$ cat src/rtl/sec_cfg_pkg.sv
package sec_cfg_pkg;

  localparam int CTRL_ERR_BIT  = 4;
  localparam int CTRL_INC_BIT  = 8;
  localparam int CTRL_LOCK_BIT = 31;

  // word offsets (byte offset >> 2)
  localparam logic [9:0] W_CTRL   = 10'h000;
  localparam logic [9:0] W_MAXIDX = 10'h004;
  localparam logic [9:0] W_BLKCFG = 10'h005;
  localparam logic [9:0] W_INDEX  = 10'h006;
  localparam logic [9:0] W_TABLE  = 10'h007;
  localparam logic [9:0] W_STAT   = 10'h008;
  localparam logic [9:0] W_CLR    = 10'h009;
  localparam logic [9:0] W_EN     = 10'h00A;
  localparam logic [9:0] W_INFO1  = 10'h00B;
  localparam logic [9:0] W_INFO2  = 10'h00C;
  localparam logic [9:0] W_SET    = 10'h00D;
  localparam logic [9:0] W_IDBASE = 10'h3F4;

  typedef struct packed {
    logic ctrl;
    logic maxidx;
    logic blkcfg;
    logic index;
    logic table_d;
    logic stat;
    logic clr;
    logic en;
    logic info1;
    logic info2;
    logic set;
    logic ident;
  } reg_sel_t;

  function automatic logic [31:0] size_mask(logic [1:0] sz);
    case (sz)
      2'd0:    return 32'h0000_00FF;
      2'd1:    return 32'h0000_FFFF;
      default: return 32'hFFFF_FFFF;
    endcase
  endfunction

  // deposit right-aligned data into the addressed lanes of old
  function automatic logic [31:0] merge_word(logic [31:0] old, logic [31:0] data,
                                             logic [1:0] sz, logic [1:0] lane);
    logic [4:0]  sh;
    logic [31:0] m;
    sh = {lane, 3'b000};
    m  = size_mask(sz) << sh;
    return (old & ~m) | ((data << sh) & m);
  endfunction

  // pull the addressed lanes down to bit 0
  function automatic logic [31:0] extract_lanes(logic [31:0] w, logic [1:0] sz,
                                                logic [1:0] lane);
    logic [4:0] sh;
    sh = {lane, 3'b000};
    return (w >> sh) & size_mask(sz);
  endfunction

  function automatic logic [7:0] id_byte(logic [9:0] woff);
    case (woff)
      10'h3F4: return 8'h04;
      10'h3F5: return 8'h00;
      10'h3F6: return 8'h00;
      10'h3F7: return 8'h00;
      10'h3F8: return 8'h60;
      10'h3F9: return 8'hB8;
      10'h3FA: return 8'h1B;
      10'h3FB: return 8'h00;
      10'h3FC: return 8'h0D;
      10'h3FD: return 8'hF0;
      10'h3FE: return 8'h05;
      10'h3FF: return 8'hB1;
      default: return 8'h00;
    endcase
  endfunction

  // {lock, autoinc, err} out of a control word image
  function automatic logic [2:0] ctrl_bits(logic [31:0] w);
    return {w[CTRL_LOCK_BIT], w[CTRL_INC_BIT], w[CTRL_ERR_BIT]};
  endfunction

endpackage

$ cat src/rtl/scr_bus_decode.sv
module scr_bus_decode
  import sec_cfg_pkg::*;
(
  input  logic       clk,
  input  logic       rst_n,
  input  logic       req_valid,
  input  logic       req_write,
  input  logic       req_secure,
  input  logic [9:0] word_off,
  output logic       wr_go,
  output logic       rd_go,
  output reg_sel_t   sel
);

  logic in_id_space;
  logic visible;

  assign in_id_space = (word_off >= W_IDBASE);
  assign visible     = req_secure | in_id_space;
  assign wr_go       = req_valid & visible & req_write;
  assign rd_go       = req_valid & visible & ~req_write;

  always_comb begin
    sel        = '0;
    sel.ident  = in_id_space;
    case (word_off)
      W_CTRL:   sel.ctrl    = 1'b1;
      W_MAXIDX: sel.maxidx  = 1'b1;
      W_BLKCFG: sel.blkcfg  = 1'b1;
      W_INDEX:  sel.index   = 1'b1;
      W_TABLE:  sel.table_d = 1'b1;
      W_STAT:   sel.stat    = 1'b1;
      W_CLR:    sel.clr     = 1'b1;
      W_EN:     sel.en      = 1'b1;
      W_INFO1:  sel.info1   = 1'b1;
      W_INFO2:  sel.info2   = 1'b1;
      W_SET:    sel.set     = 1'b1;
      default:  ;
    endcase
  end

  a_r11_sel_onehot: assert property (@(posedge clk) disable iff (!rst_n)
    $onehot0(sel));

  // a non-secure request below the ID space never reaches a register
  a_r3_ns_gated: assert property (@(posedge clk) disable iff (!rst_n)
    (req_valid && !req_secure && word_off < W_IDBASE) |-> !(wr_go || rd_go));

endmodule

$ cat src/rtl/scr_table.sv
module scr_table #(
  parameter int TBL_WORDS = 7,
  parameter int IDX_W     = 3
) (
  input  logic                   clk,
  input  logic                   rst_n,
  input  logic                   idx_wr,
  input  logic [31:0]            idx_wdata,
  input  logic                   tbl_wr,
  input  logic [31:0]            tbl_wdata,
  input  logic                   step,
  output logic [IDX_W-1:0]       idx,
  output logic [31:0]            cur_word,
  output logic [TBL_WORDS*32-1:0] lut_flat
);

  logic [31:0] words [TBL_WORDS];

  function automatic logic [IDX_W-1:0] fold_index(logic [31:0] v);
    logic [31:0] r;
    r = v % 32'(TBL_WORDS);
    return r[IDX_W-1:0];
  endfunction

  function automatic logic [IDX_W-1:0] next_index(logic [IDX_W-1:0] cur);
    if (32'(cur) == TBL_WORDS - 1) return '0;
    return cur + 1'b1;
  endfunction

  for (genvar k = 0; k < TBL_WORDS; k++) begin : g_word
    logic [31:0] q;
    logic        hit;
    assign hit = tbl_wr && (32'(idx) == k);
    always_ff @(posedge clk or negedge rst_n) begin
      if (!rst_n)   q <= '0;
      else if (hit) q <= tbl_wdata;
    end
    assign words[k]           = q;
    assign lut_flat[k*32 +: 32] = q;
  end

  always_ff @(posedge clk or negedge rst_n) begin
    if (!rst_n)      idx <= '0;
    else if (idx_wr) idx <= fold_index(idx_wdata);
    else if (step)   idx <= next_index(idx);
  end

  assign cur_word = words[idx];

  a_r5_idx_in_range: assert property (@(posedge clk) disable iff (!rst_n)
    32'(idx) < TBL_WORDS);

  a_r6_wrap: assert property (@(posedge clk) disable iff (!rst_n)
    (step && !idx_wr && 32'(idx) == TBL_WORDS - 1) |=> (idx == '0));

  a_r6_hold: assert property (@(posedge clk) disable iff (!rst_n)
    (!step && !idx_wr) |=> $stable(idx));

endmodule

$ cat src/rtl/scr_irq_ctrl.sv
module scr_irq_ctrl (
  input  logic        clk,
  input  logic        rst_n,
  input  logic        en_wr,
  input  logic        en_bit,
  input  logic        set_hit,
  input  logic        clr_hit,
  input  logic        fault_strobe,
  input  logic [31:0] fault_addr,
  input  logic [15:0] fault_master,
  input  logic        fault_nonsec,
  input  logic        fault_cfg_ns,
  output logic        status,
  output logic        enable,
  output logic [31:0] info1,
  output logic [31:0] info2,
  output logic        irq
);

  logic fault_take;

  assign fault_take = fault_strobe & ~status;

  always_ff @(posedge clk or negedge rst_n) begin
    if (!rst_n) begin
      status <= 1'b0;
      enable <= 1'b1;
      info1  <= '0;
      info2  <= '0;
    end else begin
      status <= set_hit | fault_strobe | (status & ~clr_hit);
      if (en_wr) enable <= en_bit;
      if (fault_take) begin
        info1 <= fault_addr;
        info2 <= {14'd0, fault_cfg_ns, fault_nonsec, fault_master};
      end
    end
  end

  assign irq = status & enable;

  a_r10_capture_sets: assert property (@(posedge clk) disable iff (!rst_n)
    (fault_strobe && !status) |=> status);

  a_r10_first_only: assert property (@(posedge clk) disable iff (!rst_n)
    status |=> ($stable(info1) && $stable(info2)));

  a_r9_clear: assert property (@(posedge clk) disable iff (!rst_n)
    (clr_hit && !set_hit && !fault_strobe) |=> !status);

  a_r9_set: assert property (@(posedge clk) disable iff (!rst_n)
    set_hit |=> status);

endmodule

$ cat src/rtl/sec_cfg_regbank.sv
module sec_cfg_regbank
  import sec_cfg_pkg::*;
#(
  parameter int NUM_BLOCKS = 200,
  parameter int BLK_LOG2   = 12,
  localparam int TBL_WORDS = (NUM_BLOCKS + 31) / 32,
  localparam int IDX_W     = (TBL_WORDS > 1) ? $clog2(TBL_WORDS) : 1
) (
  input  logic                    clk,
  input  logic                    rst_n,
  input  logic                    req_valid,
  input  logic                    req_write,
  input  logic                    req_secure,
  input  logic [11:0]             req_addr,
  input  logic [1:0]              req_size,
  input  logic [31:0]             req_wdata,
  output logic [31:0]             rdata,
  input  logic                    fault_strobe,
  input  logic [31:0]             fault_addr,
  input  logic [15:0]             fault_master,
  input  logic                    fault_nonsec,
  input  logic                    fault_cfg_ns,
  output logic                    irq,
  output logic                    ctl_err_resp,
  output logic                    ctl_autoinc,
  output logic                    ctl_lockdown,
  output logic [TBL_WORDS*32-1:0] lut_words
);

  localparam logic [31:0] MAXIDX_VAL = 32'(TBL_WORDS - 1);
  localparam logic [31:0] BLKCFG_VAL = 32'(BLK_LOG2 - 5);

  logic [9:0]       word_off;
  logic [1:0]       lane;
  logic             wr_go, rd_go;
  reg_sel_t         sel;
  logic             word_acc;

  logic [31:0]      ctrl_word;
  logic [2:0]       ctrl_next;
  logic             ctrl_wr;

  logic             idx_wr, tbl_wr, step;
  logic [IDX_W-1:0] idx;
  logic [31:0]      idx_word, cur_word;

  logic             en_wr, bit0_wr, set_hit, clr_hit;
  logic             status, enable;
  logic [31:0]      info1, info2;

  logic [31:0]      rd_word;

  assign word_off = req_addr[11:2];
  assign lane     = req_addr[1:0];
  assign word_acc = (req_size == 2'd2);

  scr_bus_decode u_dec (
    .clk        (clk),
    .rst_n      (rst_n),
    .req_valid  (req_valid),
    .req_write  (req_write),
    .req_secure (req_secure),
    .word_off   (word_off),
    .wr_go      (wr_go),
    .rd_go      (rd_go),
    .sel        (sel)
  );

  // ---------------- control word ----------------
  assign ctrl_word = {ctl_lockdown, 22'd0, ctl_autoinc, 3'd0, ctl_err_resp, 4'd0};
  assign ctrl_wr   = wr_go & sel.ctrl & ~ctl_lockdown;
  assign ctrl_next = ctrl_bits(merge_word(ctrl_word, req_wdata, req_size, lane));

  always_ff @(posedge clk or negedge rst_n) begin
    if (!rst_n) begin
      ctl_lockdown <= 1'b0;
      ctl_autoinc  <= 1'b1;
      ctl_err_resp <= 1'b0;
    end else if (ctrl_wr) begin
      {ctl_lockdown, ctl_autoinc, ctl_err_resp} <= ctrl_next;
    end
  end

  // ---------------- table and index ----------------
  assign idx_word = {{(32 - IDX_W){1'b0}}, idx};
  assign idx_wr   = wr_go & sel.index;
  assign tbl_wr   = wr_go & sel.table_d & ~ctl_lockdown;
  assign step     = sel.table_d & word_acc & ctl_autoinc & (rd_go | tbl_wr);

  scr_table #(
    .TBL_WORDS (TBL_WORDS),
    .IDX_W     (IDX_W)
  ) u_tbl (
    .clk       (clk),
    .rst_n     (rst_n),
    .idx_wr    (idx_wr),
    .idx_wdata (merge_word(idx_word, req_wdata, req_size, lane)),
    .tbl_wr    (tbl_wr),
    .tbl_wdata (merge_word(cur_word, req_wdata, req_size, lane)),
    .step      (step),
    .idx       (idx),
    .cur_word  (cur_word),
    .lut_flat  (lut_words)
  );

  // ---------------- interrupt ----------------
  // zero-extended sub-word write: bit 0 is only written from lane 0
  assign bit0_wr = (lane == 2'd0) & req_wdata[0];
  assign en_wr   = wr_go & sel.en & ~ctl_lockdown;
  assign set_hit = wr_go & sel.set & bit0_wr;
  assign clr_hit = wr_go & sel.clr & bit0_wr;

  scr_irq_ctrl u_irq (
    .clk          (clk),
    .rst_n        (rst_n),
    .en_wr        (en_wr),
    .en_bit       (bit0_wr),
    .set_hit      (set_hit),
    .clr_hit      (clr_hit),
    .fault_strobe (fault_strobe),
    .fault_addr   (fault_addr),
    .fault_master (fault_master),
    .fault_nonsec (fault_nonsec),
    .fault_cfg_ns (fault_cfg_ns),
    .status       (status),
    .enable       (enable),
    .info1        (info1),
    .info2        (info2),
    .irq          (irq)
  );

  // ---------------- read path ----------------
  always_comb begin
    rd_word = '0;
    unique case (1'b1)
      sel.ctrl:    rd_word = ctrl_word;
      sel.maxidx:  rd_word = MAXIDX_VAL;
      sel.blkcfg:  rd_word = BLKCFG_VAL;
      sel.index:   rd_word = idx_word;
      sel.table_d: rd_word = cur_word;
      sel.stat:    rd_word = {31'd0, status};
      sel.en:      rd_word = {31'd0, enable};
      sel.info1:   rd_word = info1;
      sel.info2:   rd_word = info2;
      sel.ident:   rd_word = {24'd0, id_byte(word_off)};
      default:     rd_word = '0;
    endcase
  end

  assign rdata = rd_go ? extract_lanes(rd_word, req_size, lane) : 32'd0;

  // ---------------- assertions ----------------
  a_r4_lock_sticky: assert property (@(posedge clk) disable iff (!rst_n)
    ctl_lockdown |=> ctl_lockdown);

  a_r4_lock_freeze: assert property (@(posedge clk) disable iff (!rst_n)
    (ctl_lockdown && req_valid && req_write && !sel.index)
      |=> ($stable(ctrl_word) && $stable(lut_words) && $stable(enable)));

  a_r3_ns_no_effect: assert property (@(posedge clk) disable iff (!rst_n)
    (req_valid && req_write && !req_secure && word_off < W_IDBASE)
      |=> ($stable(ctrl_word) && $stable(idx) && $stable(lut_words) && $stable(enable)));

  a_r8_subword_upper_zero: assert property (@(posedge clk) disable iff (!rst_n)
    (req_valid && !req_write && req_size == 2'd0) |-> (rdata[31:8] == 24'd0));

endmodule

$ cat config.mk
export PLATFORM = sky130hd
export DESIGN_NAME = sec_cfg_regbank
export DESIGN_NICKNAME = d
export VERILOG_FILES = /design/src/rtl/sec_cfg_pkg.sv /design/src/rtl/scr_bus_decode.sv /design/src/rtl/scr_table.sv /design/src/rtl/scr_irq_ctrl.sv /design/src/rtl/sec_cfg_regbank.sv
export SDC_FILE = /design/constraint.sdc
export NUM_CORES = 1
export LEC_CHECK = 0
export CELL_PAD_IN_SITES_DETAIL_PLACEMENT = 2
export CELL_PAD_IN_SITES_GLOBAL_PLACEMENT = 2
export CORE_MARGIN = 5
export CORE_UTILIZATION = 36
export CTS_BUF_LIST = sky130_fd_sc_hd__clkbuf_4
export DETAILED_ROUTE_END_ITERATION = 10
export DONT_BUFFER_PORTS = 1
export PLACE_DENSITY_LB_ADDON = 0.1
export SETUP_SLACK_MARGIN = 0.05
export SLEW_MARGIN = 30
export SYNTH_ARGS = -nofsm -noshare
export SYNTH_HDL_FRONTEND = slang
export SYNTH_SLANG_ARGS = --single-unit
$ cat constraint.sdc
create_clock -name clk -period 3.2 [get_ports clk]
set_input_delay 0.32 -clock clk [delete_from_list [all_inputs] [get_ports clk]]
set_output_delay 0.32 -clock clk [all_outputs]
set_load 0.1 [all_outputs]
==> summary.md, run 1 <==
| Metric | Value |
|---|---|
| Outcome | `aborted with a tool error` |
| Failed at | `clock tree synthesis (4_1_cts)` |
| First Err | `[ERROR DPL-0033] detailed placement checks failed during check placement.` |
| Adder-Cell Fraction of Synth Area | `0.00322` |
| Clock Tree Buf Depth | `3` |
| Post_cts resized | `339` |
| Compound-Gate Fraction of Synth Area | `0.255` |
| DP Area | `24,100 µm²` |
| Initial Utilization | `0.365` |
| Yosys warnings | `0` |
| Clock Root Buffer | `clkbuf_4` |
| # IOs | `362` |
| Seq cells post-synth | `282` |
| Xor/xnor share of the synthesized area | `0.00818` |
| Port bufs | `0` |
| Cts-stage hold buffer count | `72` |
| Largest family of logic cells by synthesized area | `compound AO/OA/AOI/OAI gates` |
| Ranking of synthesized cells by area | `dfrtp_1 (39%), a21oi_1 (6.3%), nor2_1 (6.0%), mux4_2 (4.9%), o21ai_0 (4.2%)` |
| Post-synth top area cell | `dfrtp_1` |
| Number of flops mapped to enable cells by yosys | `0` |
| Post-Syn Instances | `2,002` |
| Simple-gate share of the synthesized area | `0.173` |
| Cell Area, Synth | `17,900 µm²` |
| Area share of the largest cell type after synthesis | `0.392` |
| Syn Nets | `2,107` |
| Mean Syn Cell Area | `8.94 µm²` |
| Netlist cell types | `118` |
| Setup bufs post-CTS | `92` |
| Depth of the CTS H-tree | `3` |
| Placer congestion estimate | `0.884` |
| DIE WIDTH | `233 µm` |
| Clock sinks | `282` |
| DP Wirelength | `71,000 µm` |
| Placed cells | `3,132` |
| Asr flop ratio synth | `1.00` |
| CTS buffer count | `82` |
| Mux cell area share after synthesis | `0.128` |
| Chip height | `233 µm` |
| Num rows | `81` |
| Seq/Total Area, Yosys | `0.394` |
| Commonest register cell after synthesis | `dfrtp_1` |
stage by stage:
stage                     worst slack [ps]  utilization
after detailed placement             -7920        0.491
after global placement               -7490        0.490
after floorplan                      -6690            -
logic make-up after synthesis:
family          after synthesis
simple gates                687
buf+inv                     161
flops                       282
compound gates              681
fa+ha+maj                     5
mux                         171
xor+xnor                     15
cell usage after synthesis (8+ instances only):
master and instances:
mux2i_1 63, a221oi_1 14, and2_1 35, mux2_2 64, nor2b_1 10, mux4_2 39, nor4_1 8, o211ai_1 43
a31oi_1 17, a211oi_1 17, o21a_1 20, a221o_1 10, clkbuf_1 105, a2111oi_0 11, o21ai_0 151, a22oi_1 9
a21oi_1 226, nand4_1 9, a21o_1 9, inv_1 12, buf_2 16, and3_1 21, buf_1 20, nand2_1 195
o21ai_1 18, nor3_1 32, dfrtp_1 280, o31ai_1 11, nand3_1 30, nor2_1 288
==> run 2, diff against run 1 <==
--- a/config.mk
+++ b/config.mk
@@ -5,15 +5,11 @@
 export SDC_FILE = /design/constraint.sdc
 export NUM_CORES = 1
 export LEC_CHECK = 0
-export CELL_PAD_IN_SITES_DETAIL_PLACEMENT = 2
-export CELL_PAD_IN_SITES_GLOBAL_PLACEMENT = 2
 export CORE_MARGIN = 5
-export CORE_UTILIZATION = 36
-export CTS_BUF_LIST = sky130_fd_sc_hd__clkbuf_4
+export CORE_UTILIZATION = 25
 export DETAILED_ROUTE_END_ITERATION = 10
 export DONT_BUFFER_PORTS = 1
-export PLACE_DENSITY_LB_ADDON = 0.1
-export SETUP_SLACK_MARGIN = 0.05
+export PLACE_DENSITY_LB_ADDON = 0.15
 export SLEW_MARGIN = 30
 export SYNTH_ARGS = -nofsm -noshare
 export SYNTH_HDL_FRONTEND = slang
==> constraint.sdc (replaced) <==
create_clock -name clk -period 4.2 [get_ports clk]
set_input_delay 0.42 -clock clk [delete_from_list [all_inputs] [get_ports clk]]
set_output_delay 0.42 -clock clk [all_outputs]
set_load 0.1 [all_outputs]
==> run 2 against run 1 <==
  * The flow now finishes, with violations (hold timing, setup timing)
  * Synthesized cell count unchanged
  * Synthesized area unchanged
==> summary.md, run 2 <==
| Metric | Value |
|---|---|
| Outcome | `complete, but fails checks` |
| Failing checks | `hold timing, setup timing` |
| Min cycle time layout | `10,260 ps` |
| Clock Root Buffer | `clkbuf_16` |
| Die area | `77,000 µm²` |
| Fmax | `97.4 MHz` |
| CP bufs+invs | `8` |
| Synth top cells by count | `nor2_1 (288), dfrtp_1 (280), a21oi_1 (226)` |
| Number of flops mapped to enable cells by yosys | `0` |
| Initial antenna violation count | `3` |
| Total track usage | `0.212` |
| Mean Syn Cell Area | `8.94 µm²` |
| Vias per cell | `5.17` |
| DR vias | `18.1k` |
| Crit path DAT | `10,690 ps` |
| DIE WIDTH | `278 µm` |
| Placer congestion estimate | `0.904` |
| Final ANT Viol Nets | `0` |
| Hold Slack | `-385 ps` |
| Worst vdd ir | `0.000403 V` |
| Worst-path maximum fanout | `59` |
| Worst r2r src | `u_tbl.idx[2]` |
| Power Density | `527 nW/µm²` |
| Top reg by flops | `u_tbl.g_word.q` |
| CP Data Required Time | `4620 ps` |
| Crit start category | `input pin` |
| Fin Clk Skew | `19.1 ps` |
| Max reg flops | `224` |
| Fin Setup TNS | `-18,130 ps` |
| Max cap viols | `0` |
| # IOs | `362` |
| Area share of the largest cell type after synthesis | `0.392` |
| Fin. Hold Viols | `282` |
| Most common cell after layout, fill and taps aside | `buf_4` |
| Global-route wire length before repair | `125,000 µm` |
| Initial Utilization | `0.251` |
| Final std cells w/o fill | `3,511` |
| Part of the cycle the worst path needs | `2.44` |
| Post-synth top area cell | `dfrtp_1` |
| Worst rel slew slack | `0.271` |
| Final net count | `2,639` |
| FF-to-FF End | `u_tbl.idx[2]` |
| Ranking of synthesized cells by area | `dfrtp_1 (39%), a21oi_1 (6.3%), nor2_1 (6.0%), mux4_2 (4.9%), o21ai_0 (4.2%)` |
| Num rows | `98` |
| Most frequent cells in the layout | `buf_4 (541), dfrtp_1 (275), nor2_1 (263), a21oi_1 (221), nand2_1 (187)` |
| CP Capture Point | `u_tbl.idx[2]` |
| First-pass DRT Iterations | `7` |
| Critical path's largest stage delay | `650 ps` |
| DP Wirelength | `64,300 µm` |
| Worst Reg-to-Reg Cells | `14` |
| Cts-stage hold buffer count | `31` |
| Seq cells post-synth | `282` |
| GRT Residual Overflow | `0` |
| DRC | `0` |
| Critical-path top delay cell | `mux4_2` |
| CP top delay family | `compound AO/OA/AOI/OAI gates` |
| Clock sinks | `282` |
| Post-Syn Instances | `2,002` |
| Leakage | `11.3 nW` |
| Area of the multi-input gates | `11,400 µm²` |
| Syn Nets | `2,107` |
| Cell Area, Synth | `17,900 µm²` |
| CTS tree | `done` |
| Worst reg-to-reg setup slack | `800 ps` |
| Min-Delay Path Class | `in -> async` |
| Count leader, synth | `nor2_1` |
| Critical path startpoint | `req_addr[0]` |
| Number of global-route vias before repair | `17.9k` |
| Number of DRC markers in iteration 0 | `1,276` |
| Yosys warnings | `0` |
| Critical path type | `in -> reg` |
| CTS buffer count | `35` |
| Asr flop ratio synth | `1.00` |
| Depth of the CTS H-tree | `2` |
| Reg area | `7070 µm²` |
| Seq/Total Area, Yosys | `0.394` |
| CORE AREA | `71,200 µm²` |
| Routed wire length | `85,600 µm` |
| Largest net degree at the start of global routing | `283` |
| Layout cell share with drive strength beyond 1 | `0.396` |
| Layout overhead on the synthesized area | `48.3%` |
| Placed cells | `3,369` |
| Setup ws final | `-6060 ps` |
| Clk pin slew, worst setup/hold paths | `60 ps` |
| Clock Tree Buf Depth | `3` |
| Max Slew Vio Count | `0` |
| Filler Cell Count | `7,263` |
| Clk_lat worst skew | `540 ps` |
| Worst-Margin Slew | `1090 ps` |
| Chip height | `278 µm` |
| Final setup viols | `3` |
| Stages on the worst setup path | `47` |
| Commonest register cell after synthesis | `dfrtp_1` |
| RSZ-0062 raised after global routing | `true` |
| Critical Path End Type | `flip-flop` |
| Port bufs | `0` |
| Routed length per placed instance | `24.4 µm` |
| Largest regs | `u_tbl.g_word.q: 224 flops, u_irq.info1: 32 flops, u_irq.info2: 18 flops` |
| Netlist cell types | `118` |
## run 2: worst min path at each step
stage	end	from	cells after the start
3_5_place_dp	u_irq.info2[13]	rst_n	0
5_1_grt	u_irq.info2[13]	rst_n	0
6_report	u_irq.info2[13]	rst_n	0
3_3_place_gp	u_irq.info2[13]	rst_n	0
2_1_floorplan	async pin	rst_n	0
4_1_cts	u_irq.info1[3]	rst_n	0
## run 2: cell families (layout without fill, tap and decap cells)
family | after synthesis | count (layout) | synth area share
flip-flops | 282 | 282 | 0.394
AO/OA/AOI/OAI | 681 | 681 | 0.255
buffers and inverters | 161 | 716 | 0.0376
other | 0 | 2 | 0
AND/OR/NAND/NOR | 687 | 687 | 0.173
XOR/XNOR | 15 | 15 | 0.00818
adder cells (fa/ha/maj) | 5 | 5 | 0.00322
multiplexers | 171 | 173 | 0.128
## run 2: timing repair
action	4_1_cts	5_1_grt
resized for setup	83	82
setup endpoints to repair	19	5
hold endpoints to repair	312	282
setup buffers	32	14
pin swaps	61	49
gates cloned	3	0
## run 2: area by class of cell
type / instances / area share
Multi-Input combinational cell: 1561 / 0.431
Sequential cell: 282 / 0.266
Timing Repair Buffer: 642 / 0.214
Tap cell: 950 / 0.0448
Clock buffer: 50 / 0.0382
Clock inverter: 12 / 0.00401
Inverter: 12 / 0.00179
Antenna cell: 2 / 0.000189
## run 2: through the flow
stage           util  setup slack [ps]  cell area [µm²]  power, mW
2_1_floorplan      -             -5790            18300       6.99
3_3_place_gp   0.334             -6730            23800       9.46
4_1_cts        0.365             -5760            26000       13.3
5_1_grt        0.372             -6390            26500       14.7
6_report       0.372             -6060            26500       14.0
3_5_place_dp   0.334             -6780            23800       9.49
## run 2: layer usage
metal	vias up	global-route usage	wire (µm)
met5	-	0	0
li1	8446	-	-
met3	119	0.0678	7760
met4	0	0.0667	3080
met2	575	0.340	39400
met1	9001	0.273	35300
## run 2: where the power goes
part	switching, mW	leakage (nW)	internal, mW
logic	4.20	6.93	3.99
clock network	1.24	0.554	1.75
registers	0.0371	3.84	2.78
Power figures use the tool's default switching activity.
